**src/rtl/alu_rtype.sv**
```systemverilog
module alu_rtype #(
  parameter int WIDTH = 16
) (
  input  logic [WIDTH-1:0] opa,
  input  logic [WIDTH-1:0] opb,
  input  logic [2:0]       fsel,
  output logic [WIDTH-1:0] res,
  output logic             ovf_signed,
  output logic             ovf_unsigned
);
  localparam int SHW = $clog2(WIDTH);
  localparam int MSB = WIDTH - 1;

  typedef enum logic [2:0] {
    F_OR  = 3'd0,
    F_AND = 3'd1,
    F_ADD = 3'd2,
    F_SUB = 3'd3,
    F_SHL = 3'd4,
    F_SHR = 3'd5,
    F_SAR = 3'd6,
    F_SLT = 3'd7
  } func_e;

  logic [SHW-1:0] shamt;
  logic [WIDTH:0] sum_ext;
  logic [WIDTH:0] dif_ext;
  logic           less_s;

  assign shamt   = opb[SHW-1:0];
  assign sum_ext = {1'b0, opa} + {1'b0, opb};
  assign dif_ext = {1'b0, opa} - {1'b0, opb};
  assign less_s  = $signed(opa) < $signed(opb);

  always_comb begin
    res          = '0;
    ovf_signed   = 1'b0;
    ovf_unsigned = 1'b0;
    case (func_e'(fsel))
      F_OR:  res = opa | opb;
      F_AND: res = opa & opb;
      F_ADD: begin
        res          = sum_ext[MSB:0];
        ovf_unsigned = sum_ext[WIDTH];
        ovf_signed   = (opa[MSB] == opb[MSB]) && (sum_ext[MSB] != opa[MSB]);
      end
      F_SUB: begin
        res          = dif_ext[MSB:0];
        ovf_unsigned = dif_ext[WIDTH];
        ovf_signed   = (opa[MSB] != opb[MSB]) && (dif_ext[MSB] != opa[MSB]);
      end
      F_SHL: res = opa << shamt;
      F_SHR: res = opa >> shamt;
      F_SAR: res = $unsigned($signed(opa) >>> shamt);
      F_SLT: res = {{(WIDTH-1){1'b0}}, less_s};
      default: res = '0;
    endcase
  end
endmodule

```
**config.mk**
```make
export PLATFORM = sky130hd
export DESIGN_NAME = alu_rtype
export DESIGN_NICKNAME = d
export VERILOG_FILES = /design/src/rtl/alu_rtype.sv
export SDC_FILE = /design/constraint.sdc
export NUM_CORES = 1
export LEC_CHECK = 0
export ABC_AREA = 1
export BUFFER_PORTS_ARGS = -buffer_cell sky130_fd_sc_hd__buf_2
export CORE_ASPECT_RATIO = 1.5
export CORE_MARGIN = 4
export CORE_UTILIZATION = 52
export DETAILED_ROUTE_END_ITERATION = 16
export PLACE_DENSITY = 0.72
export SYNTH_ARGS = -nofsm -noshare
export SYNTH_HDL_FRONTEND = slang
export SYNTH_SLANG_ARGS = --single-unit
```
**constraint.sdc**
```tcl
create_clock -name vclk -period 2.95
set_input_delay 0.295 -clock vclk [all_inputs]
set_output_delay 0.295 -clock vclk [all_outputs]
set_load 0.03 [all_outputs]
```
# --- Yosys cells after proc, flatten, opt, wreduce, memory -nomap -nowiden ---
# Index checks and enable logic that the tools add are counted.
totals:
  inputBits: 35
  ff_bits: 0
  wordCells: 25
classes:
  n_reduce_logical: 3
  n_addsub: 2
  eq_ne: 11
  muxes: 3
  magnitude_cmp: 1
  shift: 3
  n_bitwise: 2
op_table:
  columns: ["operator", "n"]
  rows:
  - ["case mux 16 bit (8 select lines)", 1]
  - ["adder 16 x 16 -> 17 bit", 1]
  - ["subtractor 16 x 16 -> 17 bit", 1]
  - ["AND 16 bit", 1]
  - ["less-than comparator 16 bit", 1]
  - ["bitwise OR 16 bit", 1]
  - ["<< shifter 16 x 4 -> 16 bit", 1]
  - [">> shifter 16 x 4 -> 16 bit", 1]
  - [">>> shifter 16 x 4 -> 16 bit", 1]
  - ["equality test 3 bit (second input constant)", 4]
  - ["equality test 3 x 2 -> 1 bit (second input constant)", 2]
  - ["case mux 1 bit (2 select lines)", 2]
  - ["equality test 3 x 1 -> 1 bit (second input constant)", 1]
  - ["logical NOT 3 bit", 1]
  - ["!= test 1 bit", 3]
  - ["logical AND 1 bit", 2]
  - ["equality test 1 bit", 1]

# --- Longest topological paths before layout ---
# Gate-level depths: netlist of run 1.
depth:
  word_depth: 4
  ltp_mapped: 16
  ltp_nobuf: 15

# --- Least setup slack after synthesis of run 1 ---
# Ideal clock, no wire load.
synth_path:
  path_kind: "input -> output"
  startpoint: "input port opb[3]"
  endpoint: "output port res[0]"
  path_buffers: 3
  arrival_ns: 2.549
  slack_ns: 0.106
  path_stages: 15
  cell_sequence: "clkbuf_1 -> clkinv_1 -> clkbuf_1 -> ha_1 -> buf_2 -> inv_1 -> a21oi_1 -> nand2_1 -> nand2_1 -> nand3_1 -> nand2_1 -> nand2_1 -> nand2_1 -> nand3_1 -> a21boi_1"
synth_between:
  elab_chain_len: 2
  word_cells_on_any_way: 5
  cone_classes: "order compare (1); shift (3); mux (1)"
synth_lines:
  columns: ["element", "line", "rtl"]
  rows:
  - ["from (decl)", "5", "input logic [WIDTH-1:0] opb,"]
  - ["less-than comparator 16 bit (tied with other cells)", "33", "assign less_s = $signed(opa) < $signed(opb);"]
  - ["case mux 16 bit (8 select lines) *", "39", "case (func_e'(fsel))"]
  - ["to (decl)", "7", "output logic [WIDTH-1:0] res,"]
# Mark *: on every way between the ends. The rest lies on a longest branch, timed or not.

# --- Final worst setup path of run 1 ---
layout_path:
  startpoint: "input port opb[0]"
  endpoint: "output port res[8]"
layout_between:
  elab_chain_len: 2
  word_cells_on_any_way: 6
  cone_classes: "add/sub (2); shift (3); mux (1)"
layout_lines:
  columns: ["element", "line", "rtl"]
  rows:
  - ["subtractor 16 x 16 -> 17 bit (tied with other cells)", "32", "assign dif_ext = {1'b0, opa} - {1'b0, opb};"]
  - ["case mux 16 bit (8 select lines) *", "39", null]
# Marks and branches as above.

==> results of run 1 <==
[per-layer routing]
metal,up-vias,wire length (µm),part of all wire (%),track usage [%]
li1,2890,-,-,-
met1,2620,6340,38,34.7
met2,289,8370,50,58.4
met3,67,1050,6.3,1.84
met4,0,915,5.5,15.4
met5,-,0,0,0
[cell type report]
type / instances / area (µm²) / area share (%)
Multi-Input combinational cell: 734 / 3800 / 79.9
Inverter: 119 / 447 / 9.39
Timing Repair Buffer: 66 / 375 / 7.89
Tap cell: 105 / 131 / 2.76
[power by group through the flow]
stage | logic (W) | clock network (W) | registers, W
2_1_floorplan | 0.000608 | 0 | 0
3_3_place_gp | 0.000869 | 0 | 0
3_5_place_dp | 0.000868 | 0 | 0
4_1_cts | 0.000872 | 0 | 0
5_1_grt | 0.000976 | 0 | 0
6_report | 0.000892 | 0 | 0
[worst max-delay path, delay by kind of cell]
| kind | cells | cell delay, ns |
|---|---|---|
| and+or+nand+nor | 8 | 0.73 |
| AOI/OAI and AO/OA | 1 | 0.11 |
| buffers and inverters | 4 | 0.62 |
| adders and majority gates | 2 | 0.65 |
[cells by family (layout without fill, tap and decap cells)]
logic type               Yosys count  after routing  synth area share (%)
multiplexers                       1              1                 0.229
adder cells (fa/ha/maj)           54             54                  15.8
XOR/XNOR                           2              2                 0.400
AO/OA/AOI/OAI                     87             87                  11.1
buffers and inverters            149            185                  13.2
AND/OR/NAND/NOR                  590            590                  59.3
[path summary, 6_finish.rpt]
kind | endpoint | start | slack, ns
setup / recovery | res[8] | opb[0] | 0.24
hold / removal | res[0] | fsel[0] | 1.17
[layout by cell type (no fill, tap or decap)]
master and instances:
buf_4 12, o21ai_1 2, ha_1 52, o31ai_1 1
a21oi_1 35, a21boi_1 1, nor2_1 82, o21bai_1 4
or2_2 17, fa_1 2, nand2_2 1, clkinv_1 3
nor2_4 2, buf_12 1, nand3_1 146, o21a_1 3
nor3_1 6, a211o_1 1, nor2_8 1, nand2_4 1
inv_1 111, nand3b_1 4, and2_1 9, nand3_2 1
o22ai_1 1, nor3_4 2, and3_1 1, nand2_1 307
nand4_1 9, mux2i_1 1, a221oi_1 3, xor2_1 2
buf_2 53, o21ai_0 31, nand3_4 1, o211ai_1 5
inv_2 5
[stage by stage]
stage / cell area, µm² / hold slack, ns / setup WS (ns) / total power, W / utilization, %
6_report: 4750 / 1.17 / 0.235 / 0.000892 / 58.6
2_1_floorplan: 4380 / 0.943 / 0.106 / 0.000608 / -
4_1_cts: 4750 / 1.17 / 0.296 / 0.000872 / 58.6
3_3_place_gp: 4750 / 1.17 / 0.320 / 0.000869 / 58.6
5_1_grt: 4750 / 1.21 / 0.107 / 0.000976 / 58.6
3_5_place_dp: 4750 / 1.17 / 0.301 / 0.000868 / 58.6
==> flow_summary.toml, run 1 <==
[run_status]
status = "finished clean"

[place]
port-buffer-count = 53
hpwl_mm = 13.6
dp.cells = 1024
place.gp.congestion = 1.05

[timing]
max_freq_ghz = 0.368
period_share_pct = 92.0
tns_ns = 0
fin_crit_ns = 2.71
hold_viol = 0
rsz0062_at_grt = "no"
maxSlewViolCount = 0
worst_pin_slew_ns = 0.697
finalSetupViolations = 0
slew_headroom_pct = 53.4

[pwr]
power_leakage_nw = 2.81
power_frac_seq_pct = 0
clkPwrFrac_pct = 0
peakVddDrop_uv = 113
swShare_pct = 69.5
p_switching_w = 0.000620
powerDensity_nw_per_um2 = 188
p_int_w = 0.000272
p_comb_share_pct = 100.0

[synth]
seq_area_frac_synth_pct = 0
ys_types = 38
synth.top_cells.by_count = "307 x nand2_1, 146 x nand3_1, 111 x inv_1, 82 x nor2_1, 52 x ha_1"
syn_nets = 972
yosysMostFrequentCell = "nand2_1"
yosys-top-cells-area = "nand2_1 26%, nand3_1 17%, ha_1 15%, inv_1 9.5%, nor2_1 7.0%"
netlist_area_um2 = 4380
netlist_instances = 883
ys_warn_count = 0
synth_top_area_share_pct = 26.3
yosysTopAreaCell = "nand2_1"
syn_area_per_cell_um2 = 4.96

[worst_setup_path]
crit_path_top_delay_cell = "fa_1"
critPathRequiredTime_ns = 2.65
end_kind = "primary output"
critPathMaxStageDelay_ns = 0.39
arrival_ns = 2.42
crit_type = "input pin to primary output"
critPathMaxFanout = 13
critPathLaunchType = "input pin"
path_cells = "buf_2, ha_1, inv_1, fa_1, inv_1, nand3_1, nand3_1, nand2_1, nand2_1, nand2_1, nand3_1, nand2_1, a21oi_1, nand3_1, buf_2"

[cts]
cts_hold_buf = 0
post-cts-setup-buffers = 0
cts-resized-gates = 0

[global_routing]
grt_max_degree = 40
grt_pass1_wl_mm = 25.3
gr-usage-all-layers_pct = 31.0
grt_pass1_vias = 5178
grt_remaining_overflow = 0
antenna_found_initial = 0

[floorplanning]
core_area_um2 = 8110
start_util_pct = 54.0
die-area_um2 = 9980
fp.dieH_um = 120
die_x_um = 82.9
rows = 40
ios = 53

[flow_run]
maxCapViolCount = 0

[detailed_routing]
routed_wl_mm = 16.7
drc = 0
dr.pass1.iters = 8
routedWlPerCell_um = 16.3
post_drt_via_cell_ratio = 5.73
drtAntennaViolNets = 0
vias = 5866
drtIter0Drc = 381

[hold_path]
hp-class = "input pin to primary output"
holdPathStages = 6

[final_layout]
drive_gt1_share_pct = 10.6
clock_buffers = 0
fin_cells = 1024
area_growth_pct = 8.60
seq_cells = 0
num-nets-final = 1010
regArea_um2 = 0
n_fill_cell = 946
diodes = 0
(Power assumes the default switching activity.)
==> inputs of run 2 (changes only) <==
--- a/config.mk
+++ b/config.mk
@@ -9,9 +9,10 @@
 export BUFFER_PORTS_ARGS = -buffer_cell sky130_fd_sc_hd__buf_2
 export CORE_ASPECT_RATIO = 1.5
 export CORE_MARGIN = 4
-export CORE_UTILIZATION = 52
+export CORE_UTILIZATION = 57
 export DETAILED_ROUTE_END_ITERATION = 16
-export PLACE_DENSITY = 0.72
+export PLACE_DENSITY = 0.77
+export RECOVER_POWER = 25
 export SYNTH_ARGS = -nofsm -noshare
 export SYNTH_HDL_FRONTEND = slang
 export SYNTH_SLANG_ARGS = --single-unit
==> run 2 against run 1 <==
Against the previous run:
- combinational power rose by 2%
- wire length rose by 5.1%
- worst setup slack got worse by 0.056 ns
- utilization rose by 5.7 points
- total power rose by 1.6%
- critical path depth did not move
- sequential share of layout area did not move
- die area fell by 8.1%
- critical path type unchanged
==> flow_summary.toml, run 2 (synthesis results as in run 1) <==
[run_status]
status = "finished clean"

[detailed_routing]
routedWlPerCell_um = 17.2
routed_wl_mm = 17.5
drc = 0
drtIter0Drc = 564
dr.pass1.iters = 8
vias = 6123
post_drt_via_cell_ratio = 6.00
drtAntennaViolNets = 0

[floorplanning]
core_area_um2 = 7370
fp.dieH_um = 115
ios = 53
start_util_pct = 59.4
die-area_um2 = 9180
die_x_um = 79.6
rows = 38

[pwr]
peakVddDrop_uv = 118
power_leakage_nw = 2.80
powerDensity_nw_per_um2 = 191

[final_layout]
area_growth_pct = 8.35
clock_buffers = 0
final_common_cell = "nand2_1"
drive_gt1_share_pct = 10.7
seq_cells = 0
layout_common_cells = "307 x nand2_1, 146 x nand3_1, 111 x inv_1"
n_fill_cell = 807
regArea_um2 = 0
diodes = 0
num-nets-final = 1011

[place]
dp_slack_ns = 0.131
port-buffer-count = 53
place.gp.congestion = 1.11
hpwl_mm = 14.1

[cts]
post-cts-setup-buffers = 0
cts_hold_buf = 0

[timing]
maxSlewViolCount = 0
max_freq_ghz = 0.361
hold_viol = 0
worst_pin_slew_ns = 0.710
worst_slack_ns = 0.179
slew_headroom_pct = 52.5
tns_ns = 0
period_share_pct = 93.9
rsz0062_at_grt = "no"
fin_crit_ns = 2.77
finalSetupViolations = 0

[worst_setup_path]
arrival_ns = 2.48
worstPathBufferInverterCount = 6
critPathMaxFanout = 8
critPathLaunchType = "input pin"
critPathMaxStageDelay_ns = 0.44
end_kind = "primary output"
path_delay_family = "buffers and inverters"
critPathRequiredTime_ns = 2.65
crit_path_top_delay_cell = "ha_1"
path_cells = "buf_2, inv_1, ha_1, inv_1, nand2_1, inv_1, a21oi_2, buf_4, nand3_1, nand2_1, nand3_1, nand2_1, nor2_1, nand3_1, buf_2"
crit_type = "input pin to primary output"

[flow_run]
maxCapViolCount = 0

[global_routing]
grt_max_degree = 30
grt_remaining_overflow = 0
grt_pass1_wl_mm = 27.6
grt_pass1_vias = 5826
antenna_found_initial = 0
gr-usage-all-layers_pct = 37.8

[hold_path]
hold_path_startpoint = "fsel[0]"
holdPathStages = 6
hp-class = "input pin to primary output"
hold_path_end = "res[0]"
==> run 2: cell types whose count changed in the layout (fill, tap and decap cells not counted) <==
cell / change
clkbuf_2: +1
buf_12: -1
buf_2: -1
a21oi_2: +1
a21oi_1: -1
clkbuf_1: +1
buf_4: +1
==> run 2: area by class of cell <==
class,count,area (µm²),share of cell area (%)
inverter,119,447,9.42
multi-input combinational,734,3800,80.2
timing repair buffer,67,367,7.73
tap,100,125,2.64
==> run 2: worst max path at each step <==
stage	startpoint	end	slack (ns)	depth (start not counted)
3_5_place_dp	opa[9]	res[11]	0.13	15
2_1_floorplan	opb[3]	res[0]	0.11	15
3_3_place_gp	opa[9]	res[11]	0.15	15
5_1_grt	opb[0]	res[12]	0.03	15
4_1_cts	opa[9]	res[11]	0.12	15
6_report	opa[9]	res[11]	0.18	15
==> run 2: repair_timing <==
action,4_1_cts,5_1_grt
setup endpoints to repair,0,3
hold endpoints to repair,0,0
gates resized for setup,0,1
==> run 2: tightest hold or removal path, cell delays in order <==
cell      delay (ns)
buf_2           0.12
nand2_4         0.10
nor2_1          0.06
nand3_1         0.07
a21boi_1        0.07
buf_2           0.18
==> run 2: stage by stage <==
stage / cells / area (µm²) / util, % / hold slack (ns) / power, W
floorplan: 883 / 4380 / - / 0.943 / 0.000608
global placement: 1020 / 4740 / 64.4 / 1.18 / 0.000860
detailed placement: 1020 / 4740 / 64.4 / 1.19 / 0.000876
CTS: 1020 / 4740 / 64.4 / 1.19 / 0.000880
global route: 1020 / 4740 / 64.4 / 1.21 / 0.000993
finish: 1020 / 4740 / 64.4 / 1.19 / 0.000906
==> run 2: power breakdown <==
| group | total, W | internal (W) | switching, W |
|---|---|---|---|
| combinational | 0.000906 | 0.000272 | 0.000634 |
| clock | 0 | 0 | 0 |
| sequential | 0 | 0 | 0 |
==> run 2: layer usage <==
layer  GRT usage, %  up-vias  part of all wire [%]
met4           27.1        0                   8.7
met2           67.7      413                    49
li1               -     2898                     -
met3           3.84      130                   8.6
met1           40.8     2682                    34
met5              0        -                     0
